==> src/rtl/fcov_pkg.sv <==
package fcov_pkg;

    typedef enum logic [1:0] {
        ST_IDLE  = 2'd0,
        ST_FLUSH = 2'd1,
        ST_STEP  = 2'd2,
        ST_DONE  = 2'd3
    } run_state_e;

    // fixed site numbers for the control pins
    localparam int SITE_LOAD  = 0;
    localparam int SITE_UP    = 1;
    localparam int SITE_CLEAR = 2;
    localparam int SITE_CLOCK = 3;
    localparam int SITE_CTL_N = 4;

endpackage

==> src/rtl/fault_site.sv <==
module fault_site #(
    parameter int W = 4
) (
    input  logic [W-1:0] a_i,
    input  logic [W-1:0] force_i,
    input  logic         stuck_i,
    output logic [W-1:0] y_o
);
    for (genvar i = 0; i < W; i++) begin : g_bit
        assign y_o[i] = force_i[i] ? stuck_i : a_i[i];
    end
endmodule

==> src/rtl/cut_counter.sv <==
module cut_counter #(
    parameter int DW = 4
) (
    input  logic          clk,
    input  logic          rst_n,
    input  logic          flush_i,
    input  logic          act_i,
    input  logic          ck_en_i,
    input  logic          clr_n_i,
    input  logic          load_i,
    input  logic          up_i,
    input  logic [DW-1:0] din_i,
    output logic [DW-1:0] q_o
);
    logic [DW-1:0] cnt_d, cnt_q;
    logic          clr_now;

    assign clr_now = act_i && !clr_n_i;

    always_comb begin
        cnt_d = cnt_q;
        if (flush_i) begin
            cnt_d = '0;
        end else if (clr_now) begin
            cnt_d = '0;
        end else if (act_i && ck_en_i) begin
            if (load_i)    cnt_d = din_i;
            else if (up_i) cnt_d = cnt_q + DW'(1);
            else           cnt_d = cnt_q - DW'(1);
        end
    end

    always_ff @(posedge clk or negedge rst_n) begin
        if (!rst_n) cnt_q <= '0;
        else        cnt_q <= cnt_d;
    end

    // clear reaches the output in the same step, as an asynchronous clear would
    assign q_o = clr_now ? '0 : cnt_q;
endmodule

==> src/rtl/fault_cov_engine.sv <==
module fault_cov_engine #(
    parameter int CW_P    = 3,
    parameter int PAT_LEN = 16,
    localparam int DW     = CW_P + 1,
    localparam int NSITE  = fcov_pkg::SITE_CTL_N + 2 * DW,
    localparam int NFLT   = 2 * NSITE,
    localparam int CODE_W = $clog2(NFLT),
    localparam int STEP_W = $clog2(PAT_LEN),
    localparam int CNT_W  = $clog2(NFLT + 1)
) (
    input  logic              clk,
    input  logic              rst_n,
    input  logic              start_i,
    input  logic              single_i,
    input  logic [CODE_W-1:0] fault_sel_i,
    input  logic              stim_load_i,
    input  logic              stim_up_i,
    input  logic              stim_clr_n_i,
    input  logic [DW-1:0]     stim_data_i,
    output logic [STEP_W-1:0] step_o,
    output logic              busy_o,
    output logic              done_o,
    output logic [CNT_W-1:0]  detected_o,
    output logic [CNT_W-1:0]  total_o
);
    import fcov_pkg::*;

    localparam int SITE_W   = CODE_W - 1;
    localparam int SITE_DIN = SITE_CTL_N;
    localparam int SITE_Q   = SITE_CTL_N + DW;

    typedef struct packed {
        run_state_e        state;
        logic [CODE_W-1:0] fault;
        logic [STEP_W-1:0] step;
        logic              mm;
        logic              single;
        logic [CNT_W-1:0]  det;
        logic [CNT_W-1:0]  tot;
    } eng_t;

    eng_t r_q, r_d;

    // ---------------- fault decode ----------------
    logic              f_valid;
    logic [SITE_W-1:0] f_site;
    logic              f_pol;
    logic [2:0]        ctl_force;
    logic              clk_force;
    logic [DW-1:0]     din_force;
    logic [DW-1:0]     q_force;

    assign f_valid = r_q.fault < CODE_W'(NFLT);
    assign f_site  = r_q.fault[CODE_W-1:1];
    assign f_pol   = r_q.fault[0];

    assign ctl_force[0] = f_valid && (f_site == SITE_W'(SITE_LOAD));
    assign ctl_force[1] = f_valid && (f_site == SITE_W'(SITE_UP));
    assign ctl_force[2] = f_valid && (f_site == SITE_W'(SITE_CLEAR));
    assign clk_force    = f_valid && (f_site == SITE_W'(SITE_CLOCK));

    for (genvar i = 0; i < DW; i++) begin : g_dec
        assign din_force[i] = f_valid && (f_site == SITE_W'(SITE_DIN + i));
        assign q_force[i]   = f_valid && (f_site == SITE_W'(SITE_Q + i));
    end

    // ---------------- copies under test ----------------
    logic          run_act, run_flush;
    logic [2:0]    ctl_raw, ctl_f;
    logic [DW-1:0] din_f, q_gold, q_raw, q_fault;
    logic          out_diff;

    assign run_act   = (r_q.state == ST_STEP);
    assign run_flush = (r_q.state == ST_FLUSH);
    assign ctl_raw   = {stim_clr_n_i, stim_up_i, stim_load_i};

    fault_site #(.W(3)) u_site_ctl (
        .a_i(ctl_raw), .force_i(ctl_force), .stuck_i(f_pol), .y_o(ctl_f)
    );

    fault_site #(.W(DW)) u_site_din (
        .a_i(stim_data_i), .force_i(din_force), .stuck_i(f_pol), .y_o(din_f)
    );

    cut_counter #(.DW(DW)) u_gold (
        .clk(clk), .rst_n(rst_n), .flush_i(run_flush), .act_i(run_act),
        .ck_en_i(1'b1), .clr_n_i(stim_clr_n_i), .load_i(stim_load_i),
        .up_i(stim_up_i), .din_i(stim_data_i), .q_o(q_gold)
    );

    // a stuck clock, at either level, never produces an edge
    cut_counter #(.DW(DW)) u_faulty (
        .clk(clk), .rst_n(rst_n), .flush_i(run_flush), .act_i(run_act),
        .ck_en_i(!clk_force), .clr_n_i(ctl_f[2]), .load_i(ctl_f[0]),
        .up_i(ctl_f[1]), .din_i(din_f), .q_o(q_raw)
    );

    fault_site #(.W(DW)) u_site_q (
        .a_i(q_raw), .force_i(q_force), .stuck_i(f_pol), .y_o(q_fault)
    );

    assign out_diff = run_act && (q_gold != q_fault);

    // ---------------- run sequencer ----------------
    logic hit;
    assign hit = r_q.mm || out_diff;

    always_comb begin
        r_d = r_q;
        unique case (r_q.state)
            ST_IDLE, ST_DONE: begin
                if (start_i) begin
                    r_d.state  = ST_FLUSH;
                    r_d.single = single_i;
                    r_d.fault  = single_i ? fault_sel_i : '0;
                    r_d.det    = '0;
                    r_d.tot    = '0;
                    r_d.step   = '0;
                end
            end
            ST_FLUSH: begin
                r_d.mm    = 1'b0;
                r_d.step  = '0;
                r_d.state = ST_STEP;
            end
            ST_STEP: begin
                r_d.mm = hit;
                if (r_q.step == STEP_W'(PAT_LEN - 1)) begin
                    r_d.tot  = r_q.tot + CNT_W'(1);
                    r_d.det  = r_q.det + CNT_W'(hit);
                    r_d.step = '0;
                    if (r_q.single || r_q.fault == CODE_W'(NFLT - 1)) begin
                        r_d.state = ST_DONE;
                    end else begin
                        r_d.fault = r_q.fault + CODE_W'(1);
                        r_d.state = ST_FLUSH;
                    end
                end else begin
                    r_d.step = r_q.step + STEP_W'(1);
                end
            end
            default: r_d.state = ST_IDLE;
        endcase
    end

    always_ff @(posedge clk or negedge rst_n) begin
        if (!rst_n) begin
            r_q <= '{state: ST_IDLE, fault: '0, step: '0, mm: 1'b0,
                     single: 1'b0, det: '0, tot: '0};
        end else begin
            r_q <= r_d;
        end
    end

    assign step_o     = r_q.step;
    assign busy_o     = run_act || run_flush;
    assign done_o     = (r_q.state == ST_DONE);
    assign detected_o = r_q.det;
    assign total_o    = r_q.tot;
endmodule

==> config.mk <==
export PLATFORM = sky130hd
export DESIGN_NAME = fault_cov_engine
export DESIGN_NICKNAME = d
export VERILOG_FILES = /design/src/rtl/fcov_pkg.sv /design/src/rtl/fault_site.sv /design/src/rtl/cut_counter.sv /design/src/rtl/fault_cov_engine.sv
export SDC_FILE = /design/constraint.sdc
export NUM_CORES = 1
export LEC_CHECK = 0
export BUFFER_PORTS_ARGS = -buffer_cell sky130_fd_sc_hd__buf_2
export CORE_UTILIZATION = 50
export DETAILED_ROUTE_END_ITERATION = 10
export PLACE_DENSITY = 0.77
export SLEW_MARGIN = 5
export SYNTH_ARGS = -nofsm -noshare
export SYNTH_HDL_FRONTEND = slang
export SYNTH_SLANG_ARGS = --single-unit
==> constraint.sdc <==
create_clock -name clk -period 5.6 [get_ports clk]
set_input_delay 1.12 -clock clk [delete_from_list [all_inputs] [get_ports clk]]
set_output_delay 1.12 -clock clk [all_outputs]
set_load 0.1 [all_outputs]
# After elaboration in Yosys (flattened, before gate mapping)
# Cells that the tools add are included.
[totals] register_bits=31 input_bits=16 output_inout_bits=16
[op_classes] addsub=8 order_cmp=1 eq_ne=20 n_mux=36 reduce_logical=33
[op_table] operator="2-to-1 mux 4 bit" count=13
[op_table] operator="== test 4 bit (second input constant)" count=5
[op_table] operator="2-to-1 mux 10 bit" count=2
[op_table] operator="case mux 10 bit (2 select lines)" count=1
[op_table] operator="== test 4 x 3 -> 1 bit (second input constant)" count=4
[op_table] operator="logical AND 1 bit" count=16
[op_table] operator="adder 4 x 1 -> 4 bit (second input constant)" count=3
[op_table] operator="case mux 4 bit (3 select lines)" count=1
[op_table] operator="2-to-1 mux 1 bit" count=11
[op_table] operator="2-to-1 mux 11 bit" count=1
[op_table] operator="adder 5 x 1 -> 5 bit (second input constant)" count=2
[op_table] operator="2-to-1 mux 5 bit" count=2
[op_table] operator="case mux 5 bit (2 select lines)" count=1
[op_table] operator="== test 4 x 2 -> 1 bit (second input constant)" count=2
[op_table] operator="subtractor 4 x 1 -> 4 bit (second input constant)" count=2
[op_table] operator="2-to-1 mux 7 bit" count=1
[op_table] operator="case mux 2 bit (3 select lines)" count=1
[op_table] operator="nonzero test 3 bit" count=2
[op_table] operator="adder 5 x 1 -> 5 bit" count=1
[op_table] operator="== test 5 bit (second input constant)" count=1
[op_table] operator="less-than comparator 5 bit (second input constant)" count=1
[op_table] operator="== test 2 bit (second input constant)" count=2
[op_table] operator="== test 4 x 1 -> 1 bit (second input constant)" count=1
[op_table] operator="logical NOT 4 bit" count=1
[op_table] operator="14 further kinds" count=21

# Depth between registers and ports, before layout
[depth] depth_word=13 ltp_mapped=15

# Hierarchy
# A second synthesis with hierarchy kept.
[unflattened] cells_unflattened=274 area_unflattened_um2=2452.4
[modules_own_cells] module="fault_cov_engine" n_inst=1 cells_per_inst=189 area_per_inst_um2=1626.6 seq_area_each_um2=575.6
[modules_own_cells] module="cut_counter" n_inst=2 cells_per_inst=37 area_per_inst_um2=334.1 seq_area_each_um2=100.1
[modules_own_cells] module="fault_site at u_site_din ..." n_inst=2 cells_per_inst=4 area_per_inst_um2=60.1 seq_area_each_um2=0.0
[modules_own_cells] module="fault_site at u_site_ctl" n_inst=1 cells_per_inst=3 area_per_inst_um2=37.5 seq_area_each_um2=0.0

# Worst setup path before layout
# No wires, ideal clock.
[synth_path] path_type="in2reg" start="input port stim_clr_n_i" end="register r_q (netlist bit detected_o[4])" setup_time_ns=0.134 t_arrival_ns=2.609 path_slack_ns=2.857 stages=12 path_buffers=0 cell_sequence="nand2b_1 > o211ai_1 > a31oi_1 > a211oi_1 > nand4_1 > o21a_1 > ha_1 > ha_1 > nand3_1 > nor3_1 > a21oi_1 > o21ai_0"
[synth_between] elab_chain_cells=11
[synth_lines] element="from (decl)" line="fault_cov_engine.sv:18" source="input logic stim_clr_n_i,"
[synth_lines] element="2-to-1 mux 1 bit" line="fault_site.sv:10" source="assign y_o[i] = force_i[i] ? stuck_i : a_i[i];"
[synth_lines] element="logical NOT 1 bit" line="cut_counter.sv:18" source="assign clr_now = act_i && !clr_n_i;"
[synth_lines] element="logical AND 1 bit" line="cut_counter.sv:18"
[synth_lines] element="2-to-1 mux 4 bit" line="cut_counter.sv:39" source="assign q_o = clr_now ? '0 : cnt_q;"
[synth_lines] element="2-to-1 mux 1 bit" line="fault_site.sv:10"
[synth_lines] element="inequality test 4 bit *" line="fault_cov_engine.sv:102" source="assign out_diff = run_act && (q_gold != q_fault);"
[synth_lines] element="logical AND 1 bit *" line="fault_cov_engine.sv:102"
[synth_lines] element="logical OR 1 bit *" line="fault_cov_engine.sv:106" source="assign hit = r_q.mm || out_diff;"
[synth_lines] element="adder 5 x 1 -> 5 bit *" line="fault_cov_engine.sv:130" source="r_d.det = r_q.det + CNT_W'(hit);"
[synth_lines] element="2-to-1 mux 10 bit *" line="fault_cov_engine.sv:128" source="if (r_q.step == STEP_W'(PAT_LEN - 1)) begin"
[synth_lines] element="case mux 10 bit (2 select lines) *" line="fault_cov_engine.sv:110" source="unique case (r_q.state)"
[synth_lines] element="to (signal assigned)" line="fault_cov_engine.sv:148" source="r_q <= '{state: ST_IDLE, fault: '0, step: '0, mm: 1'b0,"
[synth_lines] element="to (signal assigned)" line="fault_cov_engine.sv:151" source="r_q <= r_d;"
[synth_lines] element="to (decl)" line="fault_cov_engine.sv:42" source="eng_t r_q, r_d;"
# Mark *: on every way between the ends. The rest lies on a longest branch, timed or not. The select of a mux whose other input is x is not followed.
# A chain may end at the register's enable or synchronous reset.

# Final worst setup path
[layout_path] start="register r_q[21] in the netlist's numbering" end="register r_q (netlist bit detected_o[4])"
[layout_between] elab_chain_cells=10
[layout_lines] element="== test 2 bit" line="fault_cov_engine.sv:73, fault_cov_engine.sv:110"
[layout_lines] element="logical AND 1 bit" line="cut_counter.sv:18"
[layout_lines] element="2-to-1 mux 4 bit" line="cut_counter.sv:39"
[layout_lines] element="2-to-1 mux 1 bit" line="fault_site.sv:10"
[layout_lines] element="inequality test 4 bit" line="fault_cov_engine.sv:102"
[layout_lines] element="logical AND 1 bit" line="fault_cov_engine.sv:102"
[layout_lines] element="logical OR 1 bit" line="fault_cov_engine.sv:106"
[layout_lines] element="adder 5 x 1 -> 5 bit" line="fault_cov_engine.sv:130"
[layout_lines] element="2-to-1 mux 10 bit" line="fault_cov_engine.sv:128"
[layout_lines] element="case mux 10 bit (2 select lines)" line="fault_cov_engine.sv:110"
# Several ways; a longest one is shown, not always the timed one. The select of a mux whose other input is x is not followed.

==> flow_summary.yaml <==
cts:
  clkSinkCount: 31
  cts_root_buf: "clkbuf_8"
  cts_buffers: 5
  cts_hold_buf: 0
  cts_htree_levels: 2
  cts_tree: "built"
  clk_latency_ns: 0.29
  post-cts-setup-buffer-count: 0
  cts_buffer_depth: 2
  cts_resized: 0
  path_clk_slew_ns: 0.07
power_and_ir_drop:
  power_density_nw_per_um2: 532.6
  sw_frac_of_total_pct: 53.45
  comb_power_share_pct: 55.8
  clkPwrFrac_pct: 12.5
  p_leak_nw: 1.190
  power.switching_w: 0.0007447
  cell_internal_pwr_w: 0.0006486
  ir_drop_mv: 0.4585
  seqPwrFrac_pct: 31.6
sta:
  worst_slew_pin_slew_ns: 0.7882
  setup_viol: 0
  setup_tns_ns: 0
  rsz0062_at_grt: "false"
  period_share_pct: 58.34
  holdWs_ns: 0.5170
  slew_headroom_pct: 47.46
  fin_crit_ns: 3.267
  finClkSkew_ns: 0.009510
  fmax_ghz: 0.3061
  drv_slew: 0
  finalHoldViolations: 0
worst_setup_path:
  crit_required_ns: 5.76
  r2r_start: "r_q[21]$_DFFE_PN0P_"
  r2r_cells: 14
  worst_ep_arrival_time_ns: 3.43
  crit_path_end_kind: "flip-flop"
  cp-start-kind: "flip-flop"
  timing.rr.end: "detected_o[4]$_DFFE_PN0P_"
  crit_fanout: 24
  reg2reg_slack_ns: 2.33
  crit_path_start: "r_q[21]$_DFFE_PN0P_"
  crit_type: "flip-flop to flip-flop"
routing:
  drc: 0
  wire_per_inst_um: 14.82
  firstDrtPassIters: 5
  vias: 2131
  antenna_left: 0
  vias_per_cell: 5.838
  drt_wl_total_um: 5409
  drt-initial-drc-count: 225
floorplanning:
  fp.dieH_um: 72.52
  rows: 25
  design.die.area_sq_um: 5258
  core_sq_um: 4755
  initial_core_util_pct: 52.29
  top_level_ports: 32
  die_x_um: 72.52
worst_hold_path:
  min_to: "r_q[10]$_DFFE_PN0P_"
  holdCritStartpoint: "r_q[10]$_DFFE_PN0P_"
  min_path_type: "flip-flop to flip-flop"
  hold_depth: 1
grt:
  grt_pass1_vias: 1973
  grt_use_total_pct: 22.44
  grt-ovfl-total: 0
  grt_max_degree: 32
  grt_pass1_wl_um: 9170
  antenna_found_initial: 0
placement:
  placed_cell_area_sq_um: 2531
  io_buffer_count: 31
  dp.cells: 357
  dp_hpwl_um: 3881
  globalplace.congestion: 0.9117
job:
  maxCapViolCount: 0
yosys:
  synth_fa_ha_area_share_pct: 8.153
  synth-edff-count: 0
  netlist_instances: 288
  synth_area_sq_um: 2486
  synth_mux_area_share_pct: 6.895
  synth-simple-area-share_pct: 23.35
  syn_avg_cell_area_sq_um: 8.632
  yosysMostFrequentCell: "nand2_1"
  yosysSeqAreaShare_pct: 31.20
  async_flop_share_pct: 100.0
  synth_top_family_by_area: "simple AND/OR/NAND/NOR gates"
  yosysWarningCount: 0
  synth_area_leaders: "dfrtp_1 31%, ha_1 6.5%, buf_4 5.4%, nand2_1 5.1%, o21ai_0 4.2%"
  syn_nets: 319
  synth_compound_area_share_pct: 18.87
  synth_cell_types: 54
  synthTopCellsByCount: "34 x nand2_1, 31 x dfrtp_1, 21 x o21ai_0, 18 x a21oi_1, 18 x buf_4"
  synthXorXnorAreaFrac_pct: 1.761
  synth_top_area_share_pct: 31.20
  yosys.area.top_type: "dfrtp_1"
  synth-main-ff-cell: "dfrtp_1"
  ys_ff_latch: 31
cells_and_area:
  final_cells: 365
  fillers: 457
  final_layout_size_suffix_gt1_share_pct: 18.46
  num_antenna_cells: 0
  final_area_sq_um: 2616
  nNetsFinal: 328
  fin_util_pct: 55.03
  area_growth_pct: 5.234
run_status:
  run_status: "completed"
==> metrics by stage <==
stage,power [W],worst slack (ns)
2_1_floorplan,0.001106,2.857
3_3_place_gp,0.001199,2.435
3_5_place_dp,0.001215,2.326
4_1_cts,0.001396,2.336
5_1_grt,0.001511,1.947
6_report,0.001393,2.333
==> placed cells by master, fill, tap and decap left out, types with 9 or more instances in the layout <==
cell | netlist | layout
nand2_1 | 34 | 34
dfrtp_1 | 31 | 31
buf_2 | 2 | 31
o21ai_0 | 21 | 21
a21oi_1 | 18 | 18
nor2_1 | 17 | 17
ha_1 | 13 | 13
inv_1 | 12 | 12
nand3_1 | 12 | 12
mux2i_1 | 10 | 10
nor3_1 | 9 | 9
==> cell families (layout without fill, tap and decap cells) <==
| kind of cell | count (synthesis) | in the layout |
|---|---|---|
| buffers and inverters | 42 | 52 |
| AOI/OAI and AO/OA | 75 | 75 |
| and+or+nand+nor | 104 | 104 |
| muxes | 16 | 16 |
| adders and majority gates | 15 | 15 |
| xor gates and xnor gates | 5 | 5 |
| DFF | 31 | 31 |
==> worst max-delay path by stage <==
stage / endpoint / slack, ns / cells past startpoint
after detailed placement: detected_o[4]$_DFFE_PN0P_ / 2.33 / 14
after global routing: detected_o[4]$_DFFE_PN0P_ / 1.95 / 14
after floorplan: detected_o[4]$_DFFE_PN0P_ / 2.86 / 12
after global placement: detected_o[4]$_DFFE_PN0P_ / 2.43 / 14
final: detected_o[4]$_DFFE_PN0P_ / 2.33 / 14
after CTS: detected_o[4]$_DFFE_PN0P_ / 2.34 / 14
==> flip-flops by register name (all words and copies together), names as in the netlist <==
signal	count
detected_o	5
u_gold.cnt_q	4
u_faulty.cnt_q	4
f_site	4
total_o	5
step_o	4
f_pol	1
r_q	4
==> area by class of cell <==
cell class | instances | area, sq um | area share (%)
Multi-Input combinational cell | 215 | 1468 | 56.10
Clock inverter | 2 | 12.51 | 0.4782
Sequential cell | 31 | 775.7 | 29.65
Timing Repair Buffer | 31 | 155.1 | 5.930
Clock buffer | 6 | 72.57 | 2.774
Tap cell | 67 | 83.83 | 3.204
Inverter | 13 | 48.80 | 1.865
==> per-layer routing <==
metal / vias up / part of all wire (%) / track usage, % / routed length, um
li1: 1041 / - / - / -
met1: 1013 / 46 / 30.56 / 2501
met2: 69 / 47 / 35.72 / 2548
met3: 8 / 5.0 / 4.583 / 272
met4: 0 / 1.6 / 7.190 / 86
met5: - / 0 / 0 / 0
==> power groups by stage <==
| stage | sequential [W] | combinational [W] | clock, W |
|---|---|---|---|
| final | 0.000441 | 0.000778 | 0.000175 |
| after global routing | 0.000456 | 0.000867 | 0.000188 |
| after CTS | 0.000437 | 0.000778 | 0.000180 |
| after detailed placement | 0.000441 | 0.000774 | 0 |
| after global placement | 0.000441 | 0.000758 | 0 |
| after floorplan | 0.000352 | 0.000754 | 0 |
==> worst max-delay path, stage by stage, from the launching register on <==
cell and delay, ns:
dfrtp_1 0.41, inv_1 0.09, ha_1 0.67, inv_1 0.37
nor2_1 0.34, o221ai_1 0.15, nand3b_1 0.12, nand4_1 0.11
o21a_1 0.13, ha_1 0.19, ha_1 0.20, nand3_1 0.11
nor3_1 0.05, a21oi_1 0.12, o21ai_0 0.08
(Power assumes the default switching activity.)
